$ cat src/rtl/arb_pkg.sv
package arb_pkg;
  localparam int WGT_W = 5;
  localparam int LAT_W = 3;

  typedef enum logic [1:0] {
    TIER_NONE = 2'd0,
    TIER_FIX  = 2'd1,
    TIER_WRR  = 2'd2
  } tier_e;
endpackage

$ cat src/rtl/arb_fixed_pick.sv
module arb_fixed_pick #(
  parameter int N_REQ = 2,
  parameter int IDX_W = 3
) (
  input  logic [N_REQ-1:0] req,
  output logic             found,
  output logic [IDX_W-1:0] idx
);
  always_comb begin
    found = 1'b0;
    idx   = '0;
    for (int i = N_REQ - 1; i >= 0; i--) begin
      if (req[i]) begin
        found = 1'b1;
        idx   = IDX_W'(i);
      end
    end
  end
endmodule

$ cat src/rtl/arb_rr_pick.sv
module arb_rr_pick #(
  parameter int N_REQ = 3,
  parameter int PW    = 2
) (
  input  logic [N_REQ-1:0] req,
  input  logic [PW-1:0]    last,
  output logic             found,
  output logic [PW-1:0]    idx
);
  int pos;
  always_comb begin
    found = 1'b0;
    idx   = last;
    pos   = 0;
    for (int k = N_REQ; k >= 1; k--) begin
      pos = int'(last) + k;
      if (pos >= N_REQ) pos = pos - N_REQ;
      if (req[pos[PW-1:0]]) begin
        found = 1'b1;
        idx   = pos[PW-1:0];
      end
    end
  end
endmodule

$ cat src/rtl/arb_lat_timer.sv
module arb_lat_timer #(
  parameter int LAT_W = 3
) (
  input  logic             clk,
  input  logic             rst_n,
  input  logic             run,
  input  logic [LAT_W-1:0] lat_cfg,
  output logic             expired
);
  logic [LAT_W-1:0] waited;

  always_ff @(posedge clk or negedge rst_n) begin
    if (!rst_n)               waited <= '0;
    else if (!run)            waited <= '0;
    else if (waited != '1)    waited <= waited + 1'b1;
  end

  assign expired = run && (waited >= lat_cfg);

  // once expired, the condition stays expired while the wait continues
  a_r7_expiry_sticky: assert property (@(posedge clk) disable iff (!rst_n)
    (expired && run && $stable(lat_cfg)) |=> (!run || expired));
endmodule

$ cat src/rtl/slave_port_arbiter.sv
module slave_port_arbiter
  import arb_pkg::*;
#(
  parameter int N_FIX     = 2,
  parameter int N_WRR     = 3,
  parameter bit LAT_LIMIT = 1'b1
) (
  input  logic                          clk,
  input  logic                          rst_n,
  input  logic [N_FIX+N_WRR-1:0]        req,
  input  logic                          xfer_valid,
  input  logic                          xfer_ready,
  input  logic [N_WRR*arb_pkg::WGT_W-1:0] weight_cfg,
  input  logic [arb_pkg::LAT_W-1:0]     lat_cfg,
  output logic [N_FIX+N_WRR-1:0]        grant,
  output logic [$clog2(N_FIX+N_WRR)-1:0] grant_idx
);
  localparam int N_MST = N_FIX + N_WRR;
  localparam int IW    = $clog2(N_MST);
  localparam int PW    = (N_WRR > 1) ? $clog2(N_WRR) : 1;
  localparam int QW    = WGT_W + 1;

  logic [IW-1:0] own_idx, n_idx;
  logic          own_vld, n_vld;
  logic [PW-1:0] wptr, n_ptr;
  logic [QW-1:0] qcnt, n_q;

  logic             fix_any, rr_found, lat_exp, lat_run, hold;
  logic [IW-1:0]    fix_idx, own_off;
  logic [PW-1:0]    rr_idx, own_w;
  logic [WGT_W-1:0] w_rr, w_own;
  tier_e            tier;

  arb_fixed_pick #(.N_REQ(N_FIX), .IDX_W(IW)) u_fix (
    .req(req[N_FIX-1:0]), .found(fix_any), .idx(fix_idx));

  arb_rr_pick #(.N_REQ(N_WRR), .PW(PW)) u_rr (
    .req(req[N_MST-1:N_FIX]), .last(wptr), .found(rr_found), .idx(rr_idx));

  always_comb begin
    if (!own_vld)              tier = TIER_NONE;
    else if (own_idx < IW'(N_FIX)) tier = TIER_FIX;
    else                       tier = TIER_WRR;
  end

  assign own_off = own_idx - IW'(N_FIX);
  assign own_w   = own_off[PW-1:0];
  assign w_rr    = weight_cfg[int'(rr_idx)*WGT_W +: WGT_W];
  assign w_own   = weight_cfg[int'(own_w)*WGT_W +: WGT_W];
  assign lat_run = LAT_LIMIT && (tier == TIER_WRR) && fix_any;

  arb_lat_timer #(.LAT_W(LAT_W)) u_lat (
    .clk(clk), .rst_n(rst_n), .run(lat_run), .lat_cfg(lat_cfg), .expired(lat_exp));

  assign hold = (tier == TIER_WRR) && req[own_idx] &&
                !(xfer_valid && qcnt == QW'(1)) && !lat_exp;

  always_comb begin
    n_idx = own_idx;
    n_vld = own_vld;
    n_ptr = wptr;
    n_q   = qcnt;
    if (xfer_ready) begin
      if (hold) begin
        if (xfer_valid) n_q = qcnt - 1'b1;
      end else if (fix_any) begin
        n_vld = 1'b1;
        n_idx = fix_idx;
      end else if (rr_found) begin
        n_vld = 1'b1;
        n_idx = IW'(N_FIX) + IW'(rr_idx);
        n_ptr = rr_idx;
        n_q   = {1'b0, w_rr} + 1'b1;
      end else if (tier == TIER_WRR) begin
        n_q   = {1'b0, w_own} + 1'b1;
      end
    end
  end

  always_ff @(posedge clk or negedge rst_n) begin
    if (!rst_n) begin
      own_idx <= '0;
      own_vld <= 1'b0;
      wptr    <= PW'(N_WRR - 1);
      qcnt    <= QW'(1);
    end else begin
      own_idx <= n_idx;
      own_vld <= n_vld;
      wptr    <= n_ptr;
      qcnt    <= n_q;
    end
  end

  assign grant     = own_vld ? (N_MST'(1) << own_idx) : '0;
  assign grant_idx = own_idx;

  // grant never has more than one bit set
  a_r1_onehot: assert property (@(posedge clk) disable iff (!rst_n)
    $onehot0(grant));

  // no movement without a transfer boundary
  a_r2_frozen_on_stall: assert property (@(posedge clk) disable iff (!rst_n)
    !xfer_ready |=> $stable(grant));

  // fixed tier beats an idle or fixed owner
  a_r3_fixed_first: assert property (@(posedge clk) disable iff (!rst_n)
    (xfer_ready && fix_any && tier != TIER_WRR) |=> (grant[N_MST-1:N_FIX] == '0 && grant != '0));

  // expired latency limit removes the weighted owner
  a_r7_preempt: assert property (@(posedge clk) disable iff (!rst_n)
    (xfer_ready && lat_exp) |=> (grant[N_MST-1:N_FIX] == '0));

  // every grant change lands on a master that was requesting
  a_r10_backed_by_req: assert property (@(posedge clk) disable iff (!rst_n)
    (grant != $past(grant)) |-> (|($past(req) & grant)));
endmodule

$ cat config.mk
export PLATFORM = sky130hd
export DESIGN_NAME = slave_port_arbiter
export DESIGN_NICKNAME = d
export VERILOG_FILES = /design/src/rtl/arb_pkg.sv /design/src/rtl/arb_fixed_pick.sv /design/src/rtl/arb_rr_pick.sv /design/src/rtl/arb_lat_timer.sv /design/src/rtl/slave_port_arbiter.sv
export SDC_FILE = /design/constraint.sdc
export NUM_CORES = 1
export LEC_CHECK = 0
export ABC_CLOCK_PERIOD_IN_PS = 4480
export CAP_MARGIN = 20
export CORE_AREA = 5 5 61 63
export CTS_CLUSTER_SIZE = 28
export DETAILED_ROUTE_END_ITERATION = 8
export DIE_AREA = 0 0 66 68
export PLACE_DENSITY_LB_ADDON = 0.12
export SLEW_MARGIN = 10
export SYNTH_ARGS = -nofsm -noshare
export SYNTH_HDL_FRONTEND = slang
export SYNTH_SLANG_ARGS = --single-unit
$ cat constraint.sdc
create_clock -name clk -period 4.48 [get_ports clk]
set_clock_uncertainty 0.2 [all_clocks]
set_input_delay 1.344 -clock clk [delete_from_list [all_inputs] [get_ports clk]]
set_output_delay 1.344 -clock clk [all_outputs]
set_load 0.005 [all_outputs]
# [Yosys cells after proc, flatten, opt, wreduce, memory -nomap -nowiden]
# Index checks and enable logic that the tools add are counted.
[op_classes] mux=35 n_reduce_logical=13 multipliers=2 n_div=0 addsub=12 eq_ne=6 bitwise_logic=2 order_cmp=9 n_shift=3
[op_table] operator="2-to-1 mux 6 bit" count=5
[op_table] operator="indexed part select 15 x 6 -> 5 bit" count=2
[op_table] operator="2-to-1 mux 2 bit" count=8
[op_table] operator="2-to-1 mux 1 bit" count=13
[op_table] operator="adder 5 x 1 -> 6 bit (second input constant)" count=2
[op_table] operator="2-to-1 mux 3 bit" count=4
[op_table] operator="multiplier 2 x 3 -> 5 bit (second input constant)" count=2
[op_table] operator=">= comparator 3 x 2 -> 1 bit (second input constant)" count=3
[op_table] operator="< comparator 2 x 3 -> 1 bit (second input constant)" count=3
[op_table] operator="AND reduction 4 bit" count=2
[op_table] operator="adder 2 x 2 -> 3 bit (second input constant)" count=2
[op_table] operator="binary-select mux 1 bit (select 2 bit)" count=3
[op_table] operator="== test 6 x 1 -> 1 bit (second input constant)" count=1
[op_table] operator="logical AND 1 bit" count=6
[op_table] operator="subtractor 2 x 1 -> 2 bit (second input constant)" count=3
[op_table] operator="subtractor 6 x 1 -> 6 bit (second input constant)" count=1
[op_table] operator="2-to-1 mux 5 bit" count=1
[op_table] operator="left shift 1 x 3 -> 5 bit (first input constant)" count=1
[op_table] operator="< comparator 3 x 4 -> 1 bit (second input constant)" count=1
[op_table] operator="inequality test 2 bit (second input constant)" count=2
[op_table] operator="adder 2 x 1 -> 3 bit (second input constant)" count=1
[op_table] operator="adder 2 x 2 -> 3 bit (first input constant)" count=1
[op_table] operator="adder 3 x 1 -> 3 bit (second input constant)" count=1
[op_table] operator="binary-select mux 1 bit (select 3 bit)" count=1
[op_table] operator="11 further kinds" count=13
[totals] n_memories=0 ram_bits=0 wordCells=87 mem_bits_ro=0 latchBits=0 out_inout_bits=8 register_bits=15 inputBits=27

# [Depth between registers and ports, before layout]
# Gate-level depths: netlist (run 1).
[logic_depth] ltp_word=14 ltp_mapped=15 mapped_depth_nobuf=13

# [Cells and area by module]
# From an unflattened synthesis (run 1), not the netlist that was laid out.
[unflattened] cells_unflattened=167 area_unflattened_um2=1517.7
[modules_own_cells] module="slave_port_arbiter" n_inst=1 seq_area_each_um2=302.8 area_each_um2=1019.7 cells_per_inst=110
[modules_own_cells] module="arb_rr_pick" n_inst=1 seq_area_each_um2=0.0 area_each_um2=245.2 cells_per_inst=30
[modules_own_cells] module="arb_lat_timer" n_inst=1 seq_area_each_um2=75.1 area_each_um2=219.0 cells_per_inst=22
[modules_own_cells] module="arb_fixed_pick" n_inst=1 seq_area_each_um2=0.0 area_each_um2=33.8 cells_per_inst=5

# [Worst setup path after synthesis (run 1)]
# Ideal clock, no wire load.
[synth_path] kind="input to register" startpoint="in req[4]" endpoint="reg qcnt[4]" path_buffers=3 stages=12 t_arrival_ns=3.593 slack_ns=0.561 setup_ns=0.126 required_time_ns=4.154 path_cell_list="clkbuf_1 > mux2i_1 > o2bb2ai_1 > or3_1 > buf_6 > mux2_4 > buf_6 > o21ai_0 > ha_1 > nand3_1 > xnor2_1 > a221o_1"
[synth_via] elab_chain_len=11 word_cells_on_any_way=27 classes_between="1 x add/sub; 1 x mul; 2 x eq/ne; 1 x shift; 17 x mux; 5 x reduce/logical"
[synth_rtl] element="from (decl)" line_no="slave_port_arbiter.sv:10" rtl="input logic [N_FIX+N_WRR-1:0] req,"
[synth_rtl] element="binary-select mux 1 bit (select 2 bit)" line_no="arb_rr_pick.sv:18" rtl="if (req[pos[PW-1:0]]) begin"
[synth_rtl] element="2-to-1 mux 1 bit (implied by the code)" line_no="arb_rr_pick.sv:18"
[synth_rtl] element="2-to-1 mux 2 bit (3 in a row)" line_no="arb_rr_pick.sv:18"
[synth_rtl] element="multiplier 2 x 3 -> 5 bit" line_no="slave_port_arbiter.sv:48" rtl="assign w_rr = weight_cfg[int'(rr_idx)*WGT_W +: WGT_W];"
[synth_rtl] element="indexed part select 15 x 6 -> 5 bit" line_no="slave_port_arbiter.sv:48"
[synth_rtl] element="adder 5 x 1 -> 6 bit" line_no="slave_port_arbiter.sv:73" rtl="n_q = {1'b0, w_rr} + 1'b1;"
[synth_rtl] element="2-to-1 mux 6 bit" line_no="slave_port_arbiter.sv:69" rtl="end else if (rr_found) begin"
[synth_rtl] element="2-to-1 mux 6 bit" line_no="slave_port_arbiter.sv:66" rtl="end else if (fix_any) begin"
[synth_rtl] element="2-to-1 mux 6 bit" line_no="slave_port_arbiter.sv:64" rtl="if (hold) begin"
[synth_rtl] element="to (signal assigned)" line_no="slave_port_arbiter.sv:90" rtl="qcnt <= n_q;"
[synth_rtl] element="to (decl)" line_no="slave_port_arbiter.sv:26" rtl="logic [QW-1:0] qcnt, n_q;"
# Parallel ways exist; a longest one is shown, timed or not. The select of a mux whose other input is x is not followed.
# A chain may end at the register's enable or synchronous reset.

# [Worst setup path in the final report (run 1)]
[layout_path] startpoint="in req[2]" endpoint="reg qcnt[4]"
# Same word-level chain as after synthesis.

==> results of run 1 <==
==> where the power goes <==
| part | internal, W | switching, W | leakage, nW |
|---|---|---|---|
| Combinational | 0.000457 | 0.000494 | 0.635 |
| Clock | 0.0000332 | 0.0000479 | 0.0177 |
| Sequential | 0.000189 | 0.0000732 | 0.183 |
==> critical path, cell delays in order <==
cell and delay [ns]:
clkdlybuf4s50_1 0.51, mux2i_1 0.23, o2bb2ai_1 0.11, or3_1 0.48
mux2_4 0.41, and2_4 0.18, nand2_1 0.07, o21ai_0 0.09
ha_1 0.22, nand3_1 0.09, xnor2_1 0.06, a221o_1 0.31
==> worst paths after layout <==
path	start	endpoint	slack [ns]	cells after the start
min	qcnt[5]$_DFFE_PN0P_	qcnt[5]$_DFFE_PN0P_	0.34	2
min in group asynchronous	rst_n	grant_idx[0]$_DFFE_PN0P_	1.26	1
max	req[2]	qcnt[4]$_DFFE_PN0P_	0.36	12
max in group asynchronous	rst_n	qcnt[3]$_DFFE_PN0P_	2.37	1
max reg2reg	wptr[1]$_DFFE_PN1P_	qcnt[4]$_DFFE_PN0P_	0.65	13
min reg2reg	qcnt[5]$_DFFE_PN0P_	qcnt[5]$_DFFE_PN0P_	0.34	2
==> kinds of logic after synthesis <==
group | share of synthesized area (%)
compound gates | 24.8
xor+xnor | 1.77
fa+ha+maj | 9.29
buf+inv | 6.25
flops | 25.5
mux | 9.21
simple gates | 23.1
==> per-layer routing <==
layer / wire length [µm] / track usage (%) / up-vias
met2: 1670 / 30.5 / 54
li1: - / - / 716
met5: 0 / 0 / -
met3: 209 / 3.45 / 11
met1: 1630 / 21.9 / 646
met4: 82 / 6.09 / 0
==> through the flow <==
stage | cells | total power, W | hold slack (ns)
finish | 259 | 0.00129 | 0.345
global route | 259 | 0.00142 | 0.372
CTS | 259 | 0.00130 | 0.352
detailed placement | 255 | 0.00122 | 0.329
global placement | 255 | 0.00117 | 0.334
floorplan | 177 | 0.000975 | 0.285
==> cell type report <==
class	count	area, µm²	area share, %
Sequential cell	15	378	19.9
Tap cell	46	57.6	3.03
Inverter	10	37.5	1.98
Clock buffer	3	22.5	1.19
Multi-Input combinational cell	144	1010	53.3
Clock inverter	1	5.00	0.264
Timing Repair Buffer	40	385	20.3
==> synth_stat cells, types with 4 or more instances <==
library cell	n
ha_1	11
inv_1	10
nor3_1	4
nand2b_1	7
o21ai_0	9
nand2_1	17
mux2i_1	11
a21oi_1	11
nand3_1	5
dfrtp_1	13
nor2_1	14
==> flip-flops by register name, indices dropped and copies added (netlist names) <==
| signal | cells |
|---|---|
| qcnt | 6 |
| grant_idx | 3 |
| u_lat.waited | 3 |
| wptr | 2 |
| own_vld | 1 |
==> summary.txt, run 1 <==
Critical path
  – Startpoint types: primary input
  – CP max FO: 12
  – Critical path class: in2reg
  – Worst EP required: 4.46 ns
  – Crit path DAT: ~4.1 ns
  – Setup crit end kind: register

Drt
  – DRC violations left: 0
  – Drt initial violations: 83
  – Via count: 1427
  – Drt pass-1 iters: 4
  – Number of routed nets with antenna violations: 0
  – Drt via density: 5.51
  – Final WL: 3590 µm
  – Average wire per standard cell: around 14 µm

Global route
  – Number of global-route vias before repair: 1397
  – Gr ovfl total: 0
  – Global-route wire length before repair: between 6000 and 7000 µm
  – Initial antenna violation count: 0
  – GRT Util Overall: 17.6%
  – Pin count of the biggest net entering global routing: 16

Logic synthesis
  – Post-synth top area share: between 20% and 30%
  – Sequential area share after synthesis: 25.5%
  – Dominant synthesized flop cell: dfrtp_1
  – Largest cells by area after synthesis: dfrtp_1 (22%), ha_1 (9.3%), mux2i_1 (7.4%)
  – Synthesized Nets: 215
  – Async set or reset register ratio after synthesis: 100%
  – Dominant cell type by area after synthesis: dfrtp_1
  – FF+latch count, synth: 15
  – Synthesized instance count: 177
  – Count of cell types in the netlist: 54
  – Synthesized cell area: 0.00148 mm²
  – EDFF count, synth: 0
  – Synth Warn #: 0
  – Syn avg cell area: 8.37 µm²

Clocking
  – Root Buffer Master: clkbuf_4
  – CTS hold repair buffers: 0
  – TritonCTS clock tree: done
  – CTS H-tree depth: 1
  – Cts bufs inserted: 3
  – Number of cells upsized or downsized after cts: 0
  – Clock slew at reported path FFs: 0.10 ns
  – Sink Count: 15
  – Bufs on Longest Clock Path: 2
  – Post-CTS setup buffers: 0
  – Worst skew pair latency: 0.29 ns

Floorplan
  – Core area: 0.00318 mm²
  – Starting density of the core: between 40% and 50%
  – Die Area: approximately 0.0045 mm²
  – Row Count: 21
  – I/O pin total: 35
  – Die height: 68 µm
  – Die width: 66 µm

STA
  – Crit share post-route: 92.0%
  – RSZ-0062 raised after global routing: no
  – Final setup TNS: 0 ns
  – Worst slew margin: 53.3%
  – Final hold viol count: 0
  – Fmax achieved: 243 MHz
  – Least-Margin Pin Slew: 0.698 ns
  – Setup slack after layout: 0.358 ns
  – Setup violators final: 0
  – Final Critical Period: 4.12 ns
  – Max Slew Vio Count: 0

Placement
  – Half-perimeter wire length after placement: 2880 µm
  – Dpl cell area: 0.00187 mm²
  – Port Buf Inserts: 34
  – GPL Wtd Cong: 0.910
  – Pre-CTS WS: 0.0421 ns

Layout
  – Syn-to-layout area delta: 28.0%
  – Commonest non-fill, non-tap cell in the layout: clkdlybuf4s50_1
  – # nets final: 252
  – Final instance area: 0.00190 mm²
  – Most frequent cells in the layout: clkdlybuf4s50_1 (34), nand2_1 (17), nor2_1 (14)
  – Core Util, Final: 59.7%
  – Fill cells: 289
  – Share of cells above drive strength 1: 9.39%
  – N_diodes: 0

Min path
  – Hold WC Path Type: reg2reg

Job
  – Max cap viols: 0

Power and ir drop
  – Max rail drop VDD: between 0.3 and 0.4 mV
  – PwrDens: 682 mW/mm²
  – Lkg Pwr: 0.835 nW

Outcome
  – Status: complete, no violations
No activity file was read; power rests on OpenSTA's default activity.
==> run 2: changes to the inputs <==
--- a/config.mk
+++ b/config.mk
@@ -7,10 +7,11 @@
 export LEC_CHECK = 0
 export ABC_CLOCK_PERIOD_IN_PS = 4480
 export CAP_MARGIN = 20
-export CORE_AREA = 5 5 61 63
+export CORE_AREA = 5 5 60 62
+export CTS_BUF_LIST = sky130_fd_sc_hd__clkbuf_4 sky130_fd_sc_hd__clkbuf_8
 export CTS_CLUSTER_SIZE = 28
 export DETAILED_ROUTE_END_ITERATION = 8
-export DIE_AREA = 0 0 66 68
+export DIE_AREA = 0 0 65 67
 export PLACE_DENSITY_LB_ADDON = 0.12
 export SLEW_MARGIN = 10
 export SYNTH_ARGS = -nofsm -noshare
==> run 2 against run 1 <==
  * Sequential power barely moved
  * Fmax fell by 0.93%
  * Worst hold slack improved by 0.0093 ns
  * Die area fell by 3.0%
  * Clock power rose by 5.7%
  * Largest power group unchanged
  * Cell area rose by 0.46%
==> summary.txt, run 2 (synthesis gave the netlist of run 1 again) <==
Clocking
  – CTS H-tree depth: 1 (unchanged)
  – Post-CTS setup buffers: 0 (unchanged)
  – Worst skew pair latency: 0.29 ns (about the same)
  – TritonCTS clock tree: done
  – Clock slew at reported path FFs: 0.09 ns (about the same)
  – Number of cells upsized or downsized after cts: 0 (unchanged)
  – Cts bufs inserted: 3 (unchanged)
  – Sink Count: 15 (unchanged)
  – Bufs on Longest Clock Path: 2 (unchanged)
  – Root Buffer Master: clkbuf_4
  – CTS hold repair buffers: 0 (unchanged)

STA
  – RSZ-0062 raised after global routing: no
  – Final Critical Period: 4.16 ns (+0.0386 ns)
  – Crit share post-route: 92.9% (+0.86 points)
  – Final hold viol count: 0 (unchanged)
  – Least-Margin Pin Slew: 0.729 ns (+0.0305 ns)
  – Worst slew margin: 51.3% (-2.0 points)
  – WHS: 0.354 ns (+0.00927 ns)
  – Fmax achieved: 240 MHz (-0.93%)
  – Setup violators final: 0 (unchanged)
  – Max Slew Vio Count: 0 (unchanged)
  – Final setup TNS: 0 ns (unchanged)

Global route
  – Number of global-route vias before repair: 1496 (+7.1%)
  – Pin count of the biggest net entering global routing: 16 (unchanged)
  – GRT Util Overall: 18.2% (+0.60 points)
  – Initial antenna violation count: 0 (unchanged)
  – Gr ovfl total: 0 (unchanged)
  – Global-route wire length before repair: 6330 µm (+1.9%)

Drt
  – Number of routed nets with antenna violations: 0 (unchanged)
  – Drt initial violations: 79 (-4.8%)
  – Final WL: 3670 µm (+2.2%)
  – Drt pass-1 iters: 4 (unchanged)
  – DRC violations left: 0 (unchanged)
  – Via count: 1450 (+1.6%)
  – Average wire per standard cell: 14.7 µm (+6.3%)
  – Drt via density: 5.82 (+5.7%)

Floorplan
  – Die Area: 0.00436 mm² (-3.0%)
  – Die height: 67 µm (-1.5%)
  – Row Count: 20 (-4.8%)
  – Die width: 65 µm (-1.5%)
  – Starting density of the core: 49.7% (+3.2 points)
  – I/O pin total: 35 (unchanged)
  – Core area: 0.00298 mm² (-6.3%)

Placement
  – Port Buf Inserts: 34 (unchanged)
  – Half-perimeter wire length after placement: 2970 µm (+3.1%)
  – Dpl cells: 245 (-3.9%)
  – GPL Wtd Cong: 0.854 (-6.2%)

Layout
  – Syn-to-layout area delta: 28.6%
  – Share of cells above drive strength 1: 10.6% (+1.3 points)
  – Largest register FFs: 6 (unchanged)
  – Largest reg by FF count: qcnt
  – Commonest non-fill, non-tap cell in the layout: clkdlybuf4s50_1
  – Core Util, Final: 64.0% (+4.3 points)
  – N_diodes: 0 (unchanged)
  – Final cell count without fillers: 249 (-3.9%)
  – # nets final: 255 (+1.2%)
  – Most frequent cells in the layout: clkdlybuf4s50_1 (34), nand2_1 (17), nor2_1 (14)

Min path
  – Hold WC Path Type: reg2reg
  – Hold Crit Depth: 1 (-1)

Critical path
  – Crit path DAT: 4.14 ns (+0.03 ns)
  – Worst-path cell chain: clkdlybuf4s50_1, mux2i_1, o2bb2ai_1, or3_1, a31oi_4, and2_4, nand2_1, o21ai_0, ha_1, nand3_1, xnor2_1, a221o_1
  – Worst EP required: 4.46 ns (about the same)
  – Critical path class: in2reg
  – FF-to-FF path depth: 13 (unchanged)
  – CP max FO: 8 (-4)
  – Highest cell delay on the worst timing path: 0.50 ns (about the same)
  – Critical path's slowest cell: clkdlybuf4s50_1
  – Setup crit end kind: register
  – Startpoint types: primary input

Outcome
  – Status: complete, no violations

Power and ir drop
  – Power share of the clock group: 6.5% (+0.2 points)
  – Max rail drop VDD: 0.454 mV (+22%)
  – Sw frac: 46.9% (-0.63 points)
  – Combinational share of power: 73.6% (+0.2 points)
  – PwrDens: 691 mW/mm² (+1.3%)
  – Power after layout: 0.00132 W (+1.8%)
  – Flop pwr share: 19.9% (-0.4 points)
  – Psw: 0.000617 W (+0.42%)
  – Lkg Pwr: 0.850 nW (+1.7%)
  – P_int: 0.000700 W (+3.0%)

Job
  – Max cap viols: 0 (unchanged)
run 2: critical path, delay by kind of cell:
kind / cells / cell delay (ns)
buffers and inverters: 1 / 0.50
XOR/XNOR: 1 / 0.14
AO/OA/AOI/OAI: 4 / 0.86
AND/OR/NAND/NOR: 4 / 0.86
multiplexers: 1 / 0.21
adder cells (fa/ha/maj): 1 / 0.23
run 2: worst paths after layout:
path | start | endpoint | slack (ns)
worst min-delay path | own_vld$_DFFE_PN0P_ | own_vld$_DFFE_PN0P_ | 0.35
worst max-delay path | req[4] | qcnt[4]$_DFFE_PN0P_ | 0.32
worst min register to register | own_vld$_DFFE_PN0P_ | own_vld$_DFFE_PN0P_ | 0.35
worst max register to register | wptr[0]$_DFFE_PN0P_ | qcnt[4]$_DFFE_PN0P_ | 0.59
max in group asynchronous | rst_n | qcnt[3]$_DFFE_PN0P_ | 2.34
min in group asynchronous | rst_n | grant_idx[1]$_DFFE_PN0P_ | 1.28
run 2: power groups by stage:
| stage | clock network, W | logic [W] | registers, W |
|---|---|---|---|
| finish | 0.0000857 | 0.000969 | 0.000263 |
| global placement | 0 | 0.000933 | 0.000261 |
| floorplan | 0 | 0.000736 | 0.000239 |
| CTS | 0.0000889 | 0.000972 | 0.000260 |
| detailed placement | 0 | 0.000964 | 0.000263 |
| global route | 0.0000958 | 0.00107 | 0.000272 |
run 2: layer usage:
metal	up-vias	global-route usage, %	part of all wire [%]
met5	-	0	0
met4	0	4.49	0.98
met3	6	4.22	3.8
met2	31	33.5	51
met1	688	21.1	44
li1	725	-	-
run 2: through the flow:
stage                     cell area (µm²)  setup WS [ns]
final                                1910          0.320
after global routing                 1910          0.152
after CTS                            1910          0.337
after detailed placement             1880         0.0267
after global placement               1880          0.148
after floorplan                      1480          0.561
run 2: cell type report:
type | count | area [µm²]
fillers | 274 | 1070
repair buffers | 43 | 408
well taps | 33 | 41.3
clock buffers | 4 | 30.0
flip-flops and latches | 15 | 378
multi-input cells | 144 | 1010
inverters | 10 | 37.5
